--- config.mk ---
export PLATFORM = sky130hd
export DESIGN_NAME = fdc_host_seq
export DESIGN_NICKNAME = d
export VERILOG_FILES = /design/src/rtl/fdc_host_pkg.sv /design/src/rtl/fdc_bus_decode.sv /design/src/rtl/fdc_cmd_table.sv /design/src/rtl/fdc_host_seq.sv
export SDC_FILE = /design/constraint.sdc
export NUM_CORES = 1
export LEC_CHECK = 0
export BUFFER_PORTS_ARGS = -buffer_cell sky130_fd_sc_hd__buf_2
export CAP_MARGIN = 25
export CORE_MARGIN = 2
export CORE_UTILIZATION = 44
export DETAILED_ROUTE_END_ITERATION = 10
export GPL_TIMING_DRIVEN = 0
export HOLD_SLACK_MARGIN = 0.06
export PLACE_DENSITY = 0.7
export SYNTH_ARGS = -nofsm -noshare
export SYNTH_HDL_FRONTEND = slang
export SYNTH_SLANG_ARGS = --single-unit
export TNS_END_PERCENT = 30
--- constraint.sdc ---
create_clock -name clk -period 1.6 [get_ports clk]
set_input_delay 0.32 -clock clk [delete_from_list [all_inputs] [get_ports clk]]
set_output_delay 0.32 -clock clk [all_outputs]
set_load 0.01 [all_outputs]
--- src/rtl/fdc_host_pkg.sv ---
package fdc_host_pkg;

    localparam int OP_W = 5;

    typedef enum logic [2:0] {
        ST_IDLE,
        ST_CMD,
        ST_CGAP,
        ST_EXEC,
        ST_RGAP,
        ST_RES,
        ST_IGAP
    } phase_t;

    typedef struct packed {
        logic       valid;
        logic [3:0] ncmd;
        logic [2:0] nres;
    } op_info_t;

    function automatic op_info_t op_lookup(input logic [OP_W-1:0] op);
        op_info_t r;
        r = '{valid: 1'b1, ncmd: 4'd1, nres: 3'd1};
        unique case (op)
            5'h06:   begin r.ncmd = 4'd9; r.nres = 3'd7; end
            5'h05:   begin r.ncmd = 4'd9; r.nres = 3'd7; end
            5'h0D:   begin r.ncmd = 4'd6; r.nres = 3'd7; end
            5'h0A:   begin r.ncmd = 4'd2; r.nres = 3'd7; end
            5'h03:   begin r.ncmd = 4'd3; r.nres = 3'd0; end
            5'h07:   begin r.ncmd = 4'd2; r.nres = 3'd0; end
            5'h0F:   begin r.ncmd = 4'd3; r.nres = 3'd0; end
            5'h08:   begin r.ncmd = 4'd1; r.nres = 3'd2; end
            5'h04:   begin r.ncmd = 4'd2; r.nres = 3'd1; end
            default: begin r.valid = 1'b0; r.ncmd = 4'd1; r.nres = 3'd1; end
        endcase
        return r;
    endfunction

endpackage

--- src/rtl/fdc_bus_decode.sv ---
module fdc_bus_decode (
    input  logic clk,
    input  logic rst_n,
    input  logic cs_n,
    input  logic rd_n,
    input  logic wr_n,
    input  logic a0,
    output logic stat_rd,
    output logic data_rd,
    output logic rd_acc,
    output logic wr_acc
);
    logic sel;
    logic data_wr;
    logic rd_q;
    logic wr_q;

    assign sel     = ~cs_n;
    assign stat_rd = sel & ~rd_n & wr_n & ~a0;
    assign data_rd = sel & ~rd_n & wr_n & a0;
    assign data_wr = sel & rd_n & ~wr_n & a0;

    always_ff @(posedge clk) begin
        if (!rst_n) begin
            rd_q <= 1'b0;
            wr_q <= 1'b0;
        end else begin
            rd_q <= data_rd;
            wr_q <= data_wr;
        end
    end

    // writes take effect on the leading edge, reads on the trailing edge
    assign wr_acc = data_wr & ~wr_q;
    assign rd_acc = rd_q & ~data_rd;
endmodule

--- src/rtl/fdc_cmd_table.sv ---
module fdc_cmd_table
    import fdc_host_pkg::*;
(
    input  logic [OP_W-1:0] opcode,
    output op_info_t        info
);
    assign info = op_lookup(opcode);
endmodule

--- src/rtl/fdc_host_seq.sv ---
module fdc_host_seq
    import fdc_host_pkg::*;
#(
    parameter int          DW       = 8,
    parameter int          NDRV     = 4,
    parameter int          IDX_W    = 4,
    parameter int          RIDX_W   = 3,
    parameter logic [7:0]  BAD_CODE = 8'h80
) (
    input  logic              clk,
    input  logic              rst_n,
    input  logic              cs_n,
    input  logic              rd_n,
    input  logic              wr_n,
    input  logic              a0,
    input  logic [DW-1:0]     din,
    output logic [DW-1:0]     dout,
    input  logic [NDRV-1:0]   drv_seek,
    input  logic              dma_off,
    input  logic              tc,
    input  logic              exec_done,
    input  logic [DW-1:0]     res_byte,
    output logic              par_we,
    output logic [IDX_W-1:0]  par_idx,
    output logic [DW-1:0]     par_data,
    output logic              exec_start,
    output logic              exec_busy,
    output logic [RIDX_W-1:0] res_idx
);
    localparam int PAD_W = DW - 3 - NDRV;

    phase_t              state_q, state_d;
    op_info_t            info_q, info_new;
    logic [IDX_W-1:0]    bcnt_q;
    logic [RIDX_W-1:0]   rcnt_q;
    logic                stat_rd, data_rd, rd_acc, wr_acc;
    logic                rqm, dio, ndm;
    logic [DW-1:0]       msr;
    logic                last_res;

    fdc_bus_decode u_dec (
        .clk     (clk),
        .rst_n   (rst_n),
        .cs_n    (cs_n),
        .rd_n    (rd_n),
        .wr_n    (wr_n),
        .a0      (a0),
        .stat_rd (stat_rd),
        .data_rd (data_rd),
        .rd_acc  (rd_acc),
        .wr_acc  (wr_acc)
    );

    fdc_cmd_table u_tab (
        .opcode (din[OP_W-1:0]),
        .info   (info_new)
    );

    assign last_res = (RIDX_W'(rcnt_q + 1'b1) == info_q.nres);

    // next-state logic
    always_comb begin
        state_d = state_q;
        unique case (state_q)
            ST_IDLE: if (wr_acc) state_d = ST_CGAP;
            ST_CMD: begin
                if (tc)          state_d = ST_IGAP;
                else if (wr_acc) state_d = ST_CGAP;
            end
            ST_CGAP: begin
                if (tc)                               state_d = ST_IGAP;
                else if (bcnt_q != IDX_W'(info_q.ncmd)) state_d = ST_CMD;
                else if (!info_q.valid)               state_d = ST_RGAP;
                else                                  state_d = ST_EXEC;
            end
            ST_EXEC: begin
                if (tc || exec_done)
                    state_d = (info_q.nres != '0) ? ST_RGAP : ST_IGAP;
            end
            ST_RGAP: state_d = ST_RES;
            ST_RES:  if (rd_acc) state_d = last_res ? ST_IGAP : ST_RGAP;
            ST_IGAP: state_d = ST_IDLE;
            default: state_d = ST_IDLE;
        endcase
    end

    // state and datapath registers
    always_ff @(posedge clk) begin
        if (!rst_n) begin
            state_q    <= ST_IDLE;
            info_q     <= '{valid: 1'b0, ncmd: 4'd1, nres: 3'd0};
            bcnt_q     <= '0;
            rcnt_q     <= '0;
            par_we     <= 1'b0;
            par_idx    <= '0;
            par_data   <= '0;
            exec_start <= 1'b0;
        end else begin
            state_q    <= state_d;
            par_we     <= 1'b0;
            exec_start <= (state_q == ST_CGAP) && (state_d == ST_EXEC);
            if (state_q == ST_IDLE && wr_acc) begin
                info_q   <= info_new;
                bcnt_q   <= IDX_W'(1);
                par_we   <= 1'b1;
                par_idx  <= '0;
                par_data <= din;
            end else if (state_q == ST_CMD && wr_acc && !tc) begin
                bcnt_q   <= bcnt_q + 1'b1;
                par_we   <= 1'b1;
                par_idx  <= bcnt_q;
                par_data <= din;
            end
            if (state_q == ST_IDLE)
                rcnt_q <= '0;
            else if (state_q == ST_RES && rd_acc)
                rcnt_q <= rcnt_q + 1'b1;
        end
    end

    // outputs
    always_comb begin
        rqm = 1'b0;
        dio = 1'b0;
        unique case (state_q)
            ST_IDLE, ST_CMD: rqm = 1'b1;
            ST_RES:          begin rqm = 1'b1; dio = 1'b1; end
            ST_RGAP:         dio = 1'b1;
            default:         ;
        endcase
    end

    assign ndm       = (state_q == ST_EXEC) && dma_off;
    assign exec_busy = (state_q == ST_EXEC);
    assign res_idx   = rcnt_q;

    always_comb begin
        msr = '0;
        msr[DW-1] = rqm;
        msr[DW-2] = dio;
        msr[DW-3] = ndm;
        for (int i = 0; i < NDRV; i++)
            msr[i] = drv_seek[i];
    end

    always_comb begin
        if (stat_rd)
            dout = msr;
        else if (data_rd && state_q == ST_RES)
            dout = info_q.valid ? res_byte : BAD_CODE;
        else
            dout = '0;
    end

    if (PAD_W < 0) begin : g_bad_width
        initial $error("status byte too narrow for drive count");
    end
endmodule

==> results by group, run 1 <==
Status
  – Failing checks: negative setup slack
  – Status: complete, but fails checks

Global route
  – GRT Util Overall: between 15 and 20%
  – Grt ovf: 0
  – First-pass GRT wire length: 6.47 mm
  – Pin count of the biggest net entering global routing: 11
  – Vias in the first global route: 1444
  – Initial antenna violation count: 0

STA
  – Max_slew headroom: between 60% and 70%
  – Setup_tns: -0.0588 ns
  – Final Hold Fails: 0
  – Final setup violation count: 7
  – Slew at the pin with the worst max-slew slack: roughly 0.47 ns
  – Final slew viol count: 0
  – Fmax: 0.615 GHz
  – Worst setup margin: -0.0255 ns
  – Fin crit share: 102%
  – Unrepaired setup endpoints after global routing: yes
  – Hold_ws: around 0.26 ns
  – Setup Skew: 0.00679 ns
  – Fin crit period: 1.63 ns

Floorplanning
  – Core Box Area: 4000 um^2
  – Die width: between 60 and 70 um
  – Die H: between 60 and 70 um
  – Row count: 23
  – I/O pin cnt: between 50 and 60
  – Initial Utilization: 45.7%
  – Full die area: 4680 um^2

Synthesis
  – Synth Flop Type: dfxtp_1
  – Seq/Total Area, Yosys: between 30% and 40%
  – FFs w/ async S/R, synth: 0%
  – Post-synth EDFFs: 0
  – Synth top area share: 37.3%
  – Syn_nets: approximately 240
  – Distinct cells, synth: 52
  – Cell Area, Synth: around 1800 um^2
  – Mean Syn Cell Area: between 8 and 9 um^2
  – Main area contributors after synthesis: dfxtp_1, mux2i_1, xor2_1
  – FF+latch count, synth: 34
  – Syn Inst Count: between 200 and 250
  – List of most frequent post-synthesis cells: dfxtp_1, nor2_1, mux2i_1, a21oi_1, nand2_1
  – Cell with the most instances after synthesis: dfxtp_1
  – Yosys warns: 0
  – Largest area contributor in the netlist: dfxtp_1

Layout
  – Ant. Diodes: 0
  – P&R area growth vs syn: 27.8%
  – Nets: 296
  – Layout cells sized above 1: between 30% and 40%

Pwr
  – Gate power share: 12.4%
  – Switch Pwr: 0.421 mW
  – Power share of the sequential group: a little over half
  – Pint: 1.24 mW
  – Clock power frac: about 36%
  – VDD IR max: around 0.5 mV
  – Lkg Pwr: roughly 1.1 nW
  – P per Cell Area: 712 nW/um^2
  – Sw frac: between 20 and 30%

Clock network
  – CTS Buf Count: 5
  – Max clock buf depth: 2
  – CTS tree: done
  – CTS Sinks: 34
  – Htree depth: 2
  – Clock root buffer: clkbuf_8
  – Reg clk slew, reported paths: 0.07 ns
  – Clk_lat worst skew: between 0.2 and 0.3 ns

Placed design
  – Setup Slack @ Placement: -0.267 ns
  – GPL Wtd Cong: around 0.85
  – Final HPWL DP: ~2.9 mm
  – IO Port Bufs: 48

Drt
  – WL/cell: about 13 um
  – Starting DRT DRC Count: 64
  – Vias: roughly 1700
  – 1st-pass router iterations: 4
  – Final wirelength: between 4 and 5 mm
  – Final antenna-violating net count: 0
  – DRC: 0
  – Vias per inst: around 5.3

Hold path
  – Worst min-delay path category: input pin to flop

Worst setup path
  – CP max stage delay: 0.35 ns
  – CP Depth: 4
  – Slowest CP cell: dfxtp_4
  – CP delay by family, top: flip-flops
  – Critical Path Sink: dout[5]
  – CP arrival: 1.31 ns
  – R2R setup slack: about 0.070 ns
  – CP required: approximately 1.3 ns
  – CP Max Fanout: 4
  – Reg-to-Reg End: info_q[4]
  – Startpoint Class: flop
  – Critical Path, Cell by Cell: nor2b_2, and2_4, a32o_1, buf_2
  – Reg2reg path depth: 6
  – Critical Path Source: state_q[0]
  – WP buf/inv: 1
  – CP Class: flop to output pin
  – Worst R2R Start: state_q[2]
  – CP Capture Type: output pin

Flow run
  – Max_cap viols: 0
## power by group through the flow
stage,Combinational (mW),Sequential [mW],Clock (mW)
after detailed placement,0.186,0.884,0
after floorplan,0.120,0.885,0
after CTS,0.202,0.865,0.621
after global placement,0.183,0.883,0
final,0.205,0.865,0.592
after global routing,0.226,0.866,0.669
## final cells by class
cell class | count | area (um^2)
Fill cell | 375 | 1670
Tap cell | 50 | 62.6
Clock buffer | 5 | 68.8
Buffer | 12 | 72.6
Inverter | 4 | 15.0
Multi-Input combinational cell | 153 | 1120
Timing Repair Buffer | 55 | 303
Clock inverter | 2 | 10.0
Sequential cell | 34 | 687
## worst reg2reg max path, stage by stage, from the launching register on
cell     delay, ns
dfxtp_2       0.33
buf_6         0.12
buf_4         0.15
nor2_4        0.13
nand3_4       0.10
or4_1         0.51
a21oi_1       0.12
## repair_timing
| action | 4_1_cts | 5_1_grt |
|---|---|---|
| buffers inserted | 6 | 1 |
| pin swaps | 5 | 8 |
| gates resized for setup | 18 | 5 |
| hold buffers | 0 | 0 |
| setup endpoints to repair | 11 | 13 |
## per-stage QoR
| step | util [%] | cells | cell area, um^2 | power [mW] |
|---|---|---|---|---|
| CTS | 57.6 | 314 | 2300 | 1.69 |
| floorplan | - | 205 | 1830 | 1.01 |
| global route | 58.4 | 315 | 2330 | 1.76 |
| detailed placement | 53.2 | 303 | 2130 | 1.07 |
| global placement | 53.2 | 303 | 2130 | 1.07 |
| finish | 58.4 | 315 | 2330 | 1.66 |
## how the worst min path moves through the flow
stage	startpoint	to	slack [ns]	cells past startpoint
5_1_grt	din[7]	par_data[7]	0.27	3
2_1_floorplan	info_q[6]	info_q[6]	0.44	2
4_1_cts	din[5]	par_data[5]	0.25	3
3_5_place_dp	info_q[5]	info_q[5]	0.46	2
6_report	din[5]	par_data[5]	0.26	3
3_3_place_gp	info_q[5]	info_q[5]	0.45	2
## routing by layer
| metal | vias up | wire length (um) | global-route usage [%] |
|---|---|---|---|
| met4 | 0 | 74 | 8.00 |
| met5 | - | 0 | 0 |
| met3 | 6 | 303 | 5.43 |
| met2 | 56 | 1860 | 29.3 |
| met1 | 757 | 1830 | 23.4 |
| li1 | 861 | - | - |
## layout by cell type, fill, tap and decap left out, drive strengths merged, types with 6 or more instances in the layout
master  instances
xor2           10
nand3           6
dfxtp          34
nand2          11
clkbuf          9
mux2i          15
nor2           22
a21oi          12
nor3            8
buf            63
## cell families (layout without fill, tap and decap cells)
logic type	after synthesis	count (layout)	share of synthesized area (%)
and+or+nand+nor	80	80	25.8
AOI/OAI and AO/OA	40	40	14.9
DFF	34	34	37.3
buffers and inverters	18	78	4.79
xor gates and xnor gates	15	15	7.19
muxes	15	15	8.22
adders and majority gates	3	3	1.92
## state kept, by name, summed over array words and instances, names as in the netlist
| name | count |
|---|---|
| info_q | 8 |
| par_we | 1 |
| state_q | 3 |
| par_idx | 4 |
| bcnt_q | 4 |
| res_idx | 3 |
| u_dec.wr_q | 1 |
| exec_start | 1 |
| u_dec.rd_q | 1 |
| par_data | 8 |
Note: power is estimated with default switching activity, not from simulation.
==> run 2, diff against run 1 <==
--- a/config.mk
+++ b/config.mk
@@ -12,8 +12,9 @@
 export DETAILED_ROUTE_END_ITERATION = 10
 export GPL_TIMING_DRIVEN = 0
 export HOLD_SLACK_MARGIN = 0.06
-export PLACE_DENSITY = 0.7
+export PLACE_DENSITY = 0.69
 export SYNTH_ARGS = -nofsm -noshare
 export SYNTH_HDL_FRONTEND = slang
+export SYNTH_HIERARCHICAL = 1
 export SYNTH_SLANG_ARGS = --single-unit
 export TNS_END_PERCENT = 30
==> results by group, run 2 <==
Status
  – Status: complete, but fails checks (unchanged)
  – Failing checks: negative setup slack (unchanged)

Clock network
  – Clk_lat worst skew: 0.29 ns (was 0.28 ns)
  – Hold Buf Count CTS: 0 (unchanged)
  – CTS Sinks: 34 (unchanged)
  – Max clock buf depth: 2 (unchanged)
  – Reg clk slew, reported paths: 0.07 ns (about the same)
  – CTS tree: done (unchanged)
  – Htree depth: 2 (unchanged)
  – CTS Buf Count: 5 (unchanged)
  – Clock root buffer: clkbuf_8 (unchanged)

Pwr
  – VDD IR max: 0.489 mV (was 0.495 mV)
  – Lkg Pwr: 1.07 nW (was 1.09 nW)
  – Sw frac: 26.8% (was 25.3%)
  – Switch Pwr: 0.473 mW (was 0.421 mW)
  – Clock power frac: 34.5% (was 35.6%)
  – Tot Pwr: 1.76 mW (was 1.66 mW)
  – P per Cell Area: 685 nW/um^2 (was 712 nW/um^2)
  – Pint: 1.29 mW (was 1.24 mW)
  – Power share of the sequential group: 49.7% (was 52.0%)
  – Gate power share: 15.9% (was 12.4%)

Placed design
  – GPL Wtd Cong: 0.777 (was 0.855)
  – Setup Slack @ Placement: -0.568 ns (was -0.267 ns)
  – Final HPWL DP: 3.03 mm (was 2.88 mm)
  – IO Port Bufs: 54 (was 48)

Synthesis
  – Main area contributors after synthesis: dfxtp_1, mux2i_1, xnor2_1 (was dfxtp_1, mux2i_1, xor2_1)
  – Synth Flop Type: dfxtp_1 (unchanged)
  – Syn Inst Count: 222 (was 205)
  – FF+latch count, synth: 34 (unchanged)
  – Mean Syn Cell Area: 8.65 um^2 (was 8.91 um^2)
  – Cell Area, Synth: 1920 um^2 (was 1830 um^2)
  – Yosys warns: 6 (was 0)
  – Synth top area share: 35.4% (was 37.3%)
  – Distinct cells, synth: 54 (was 52)
  – Largest area contributor in the netlist: dfxtp_1 (unchanged)
  – Syn_nets: 253 (was 236)
  – List of most frequent post-synthesis cells: dfxtp_1, nand2_1, nor2_1, mux2i_1, nor2b_1 (was dfxtp_1, nor2_1, mux2i_1, a21oi_1, nand2_1)
  – Cell with the most instances after synthesis: dfxtp_1 (unchanged)
  – Post-synth EDFFs: 0 (unchanged)
  – Seq/Total Area, Yosys: 35.4% (was 37.3%)
  – FFs w/ async S/R, synth: 0% (unchanged)

Drt
  – DRC: 0 (unchanged)
  – Vias per inst: 5.10 (was 5.33)
  – Starting DRT DRC Count: 50 (was 64)
  – 1st-pass router iterations: 4 (unchanged)
  – Final antenna-violating net count: 0 (unchanged)
  – WL/cell: 12.3 um (was 12.9 um)
  – Final wirelength: 4.25 mm (was 4.07 mm)
  – Vias: 1753 (was 1680)

Global route
  – Grt ovf: 0 (unchanged)
  – Vias in the first global route: 1641 (was 1444)
  – Pin count of the biggest net entering global routing: 11 (unchanged)
  – Initial antenna violation count: 0 (unchanged)
  – First-pass GRT wire length: 7.27 mm (was 6.47 mm)
  – GRT Util Overall: 18.3% (was 18.6%)

Floorplanning
  – Core Box Area: 4260 um^2 (was 4000 um^2)
  – Full die area: 4910 um^2 (was 4680 um^2)
  – Die H: 70.1 um (was 68.4 um)
  – Row count: 24 (was 23)
  – I/O pin cnt: 55 (unchanged)
  – Initial Utilization: 45.0% (was 45.7%)
  – Die width: 70.1 um (was 68.4 um)

Hold path
  – Hold endpoint: par_data[5] (unchanged)
  – Worst hold path depth: 3 (unchanged)
  – HP Start: din[5] (unchanged)
  – Worst min-delay path category: input pin to flop (unchanged)

Worst setup path
  – Worst R2R Start: u_dec/wr_q (was state_q[2])
  – CP required: 1.28 ns (about the same)
  – R2R setup slack: 0.05 ns (was 0.07 ns)
  – Startpoint Class: input pin (was flop)
  – CP Class: input pin to output pin (was flop to output pin)
  – Reg-to-Reg End: par_data[3] (was info_q[4])
  – CP arrival: 1.54 ns (was 1.31 ns)
  – CP Capture Type: output pin (unchanged)
  – Reg2reg path depth: 7 (was 6)
  – CP Max Fanout: 7 (was 4)

Layout
  – Most frequent cells in the layout: buf_2, dfxtp_1, nand2_1 (was buf_2, dfxtp_1, nor2_1)
  – Commonest non-fill, non-tap cell in the layout: buf_2 (unchanged)
  – Post-layout util: 60.4% (was 58.4%)
  – Ant. Diodes: 0 (unchanged)
  – Layout cells sized above 1: 36.6% (was 33.2%)
  – P&R area growth vs syn: 34.1% (was 27.8%)
  – Biggest registers after layout: info_q: 8 flops, par_data: 8 flops (unchanged)
  – Nets: 323 (was 296)

STA
  – Final slew viol count: 0 (unchanged)
  – Setup_tns: -4.78 ns (was -0.0588 ns)
  – Unrepaired setup endpoints after global routing: yes (unchanged)
  – Final setup violation count: 32 (was 7)
  – Fmax: 0.538 GHz (was 0.615 GHz)
  – Setup Skew: 0.00255 ns (was 0.00679 ns)
  – Fin crit period: 1.86 ns (was 1.63 ns)
  – Final Hold Fails: 0 (unchanged)
  – Slew at the pin with the worst max-slew slack: 0.481 ns (was 0.470 ns)
  – Fin crit share: 116% (was 102%)
  – Hold_ws: 0.291 ns (was 0.260 ns)
  – Max_slew headroom: 67.8% (was 68.7%)
  – Worst setup margin: -0.259 ns (was -0.0255 ns)

Flow run
  – Max_cap viols: 0 (unchanged)
## run 2: cell count changes after synthesis, sizes merged, moves of 3 or more
cell	change
xor2	-6
a21boi	+9
xnor2	+6
inv	+3
nor4	+3
or3b	+4
a21oi	-9
nor2b	+7
and2	-3
nand2	+15
## run 2: cells by family (layout without fill, tap and decap cells)
family          count (synthesis)  after routing  share of synthesized area [%]
mux                            15             15                           7.82
flops                          34             34                           35.4
fa+ha+maj                       2              2                           1.30
compound gates                 41             41                           15.9
xor+xnor                       15             15                           6.84
simple gates                   96             96                           27.9
buf+inv                        19             89                           4.76
## run 2: worst max path at each step
stage	from	endpoint	cells past startpoint
3_3_place_gp	cs_n	par_data[7]	9
2_1_floorplan	cs_n	info_q[3]	8
5_1_grt	rd_n	dout[5]	7
6_report	rd_n	dout[5]	7
4_1_cts	rd_n	dout[5]	7
3_5_place_dp	cs_n	par_data[3]	9
## run 2: what timing repair did
item / in CTS / in global routing
gates cloned: 1 / 0
endpoints found under the setup margin: 34 / 35
setup buffers: 6 / 2
pin swaps: 14 / 12
gates resized for setup: 21 / 15
## run 2: final cells by class
cell class	instances	area [um^2]
Buffer	13	101
Clock buffer	5	68.8
Clock inverter	2	10.0
Fill cell	399	1690
Inverter	6	22.5
Multi-Input combinational cell	169	1250
Sequential cell	34	688
Tap cell	52	65.1
Timing Repair Buffer	63	368
## run 2: layer usage
layer  part of all wire (%)  GRT usage, %
met4                    1.5          6.41
met3                    5.1          4.04
met1                     46          24.1
met5                      0             0
met2                     48          29.5
## run 2: critical path, cell delays in order
cell and delay [ns]:
buf_8 0.10, or3b_4 0.41, nor2_4 0.17, nor4_4 0.06, buf_4 0.15, a32o_1 0.19
buf_2 0.13
## run 2: stage by stage
step,std cells,area [um^2]
CTS,342,2500
global placement,328,2280
detailed placement,328,2280
floorplan,222,1940
global route,344,2570
finish,344,2570
## run 2: power by group through the flow
stage	clock, mW	combinational, mW	sequential, mW
after floorplan	0	0.154	0.893
after global placement	0	0.234	0.893
after detailed placement	0	0.237	0.894
after CTS	0.633	0.267	0.876
after global routing	0.664	0.310	0.877
final	0.608	0.280	0.876
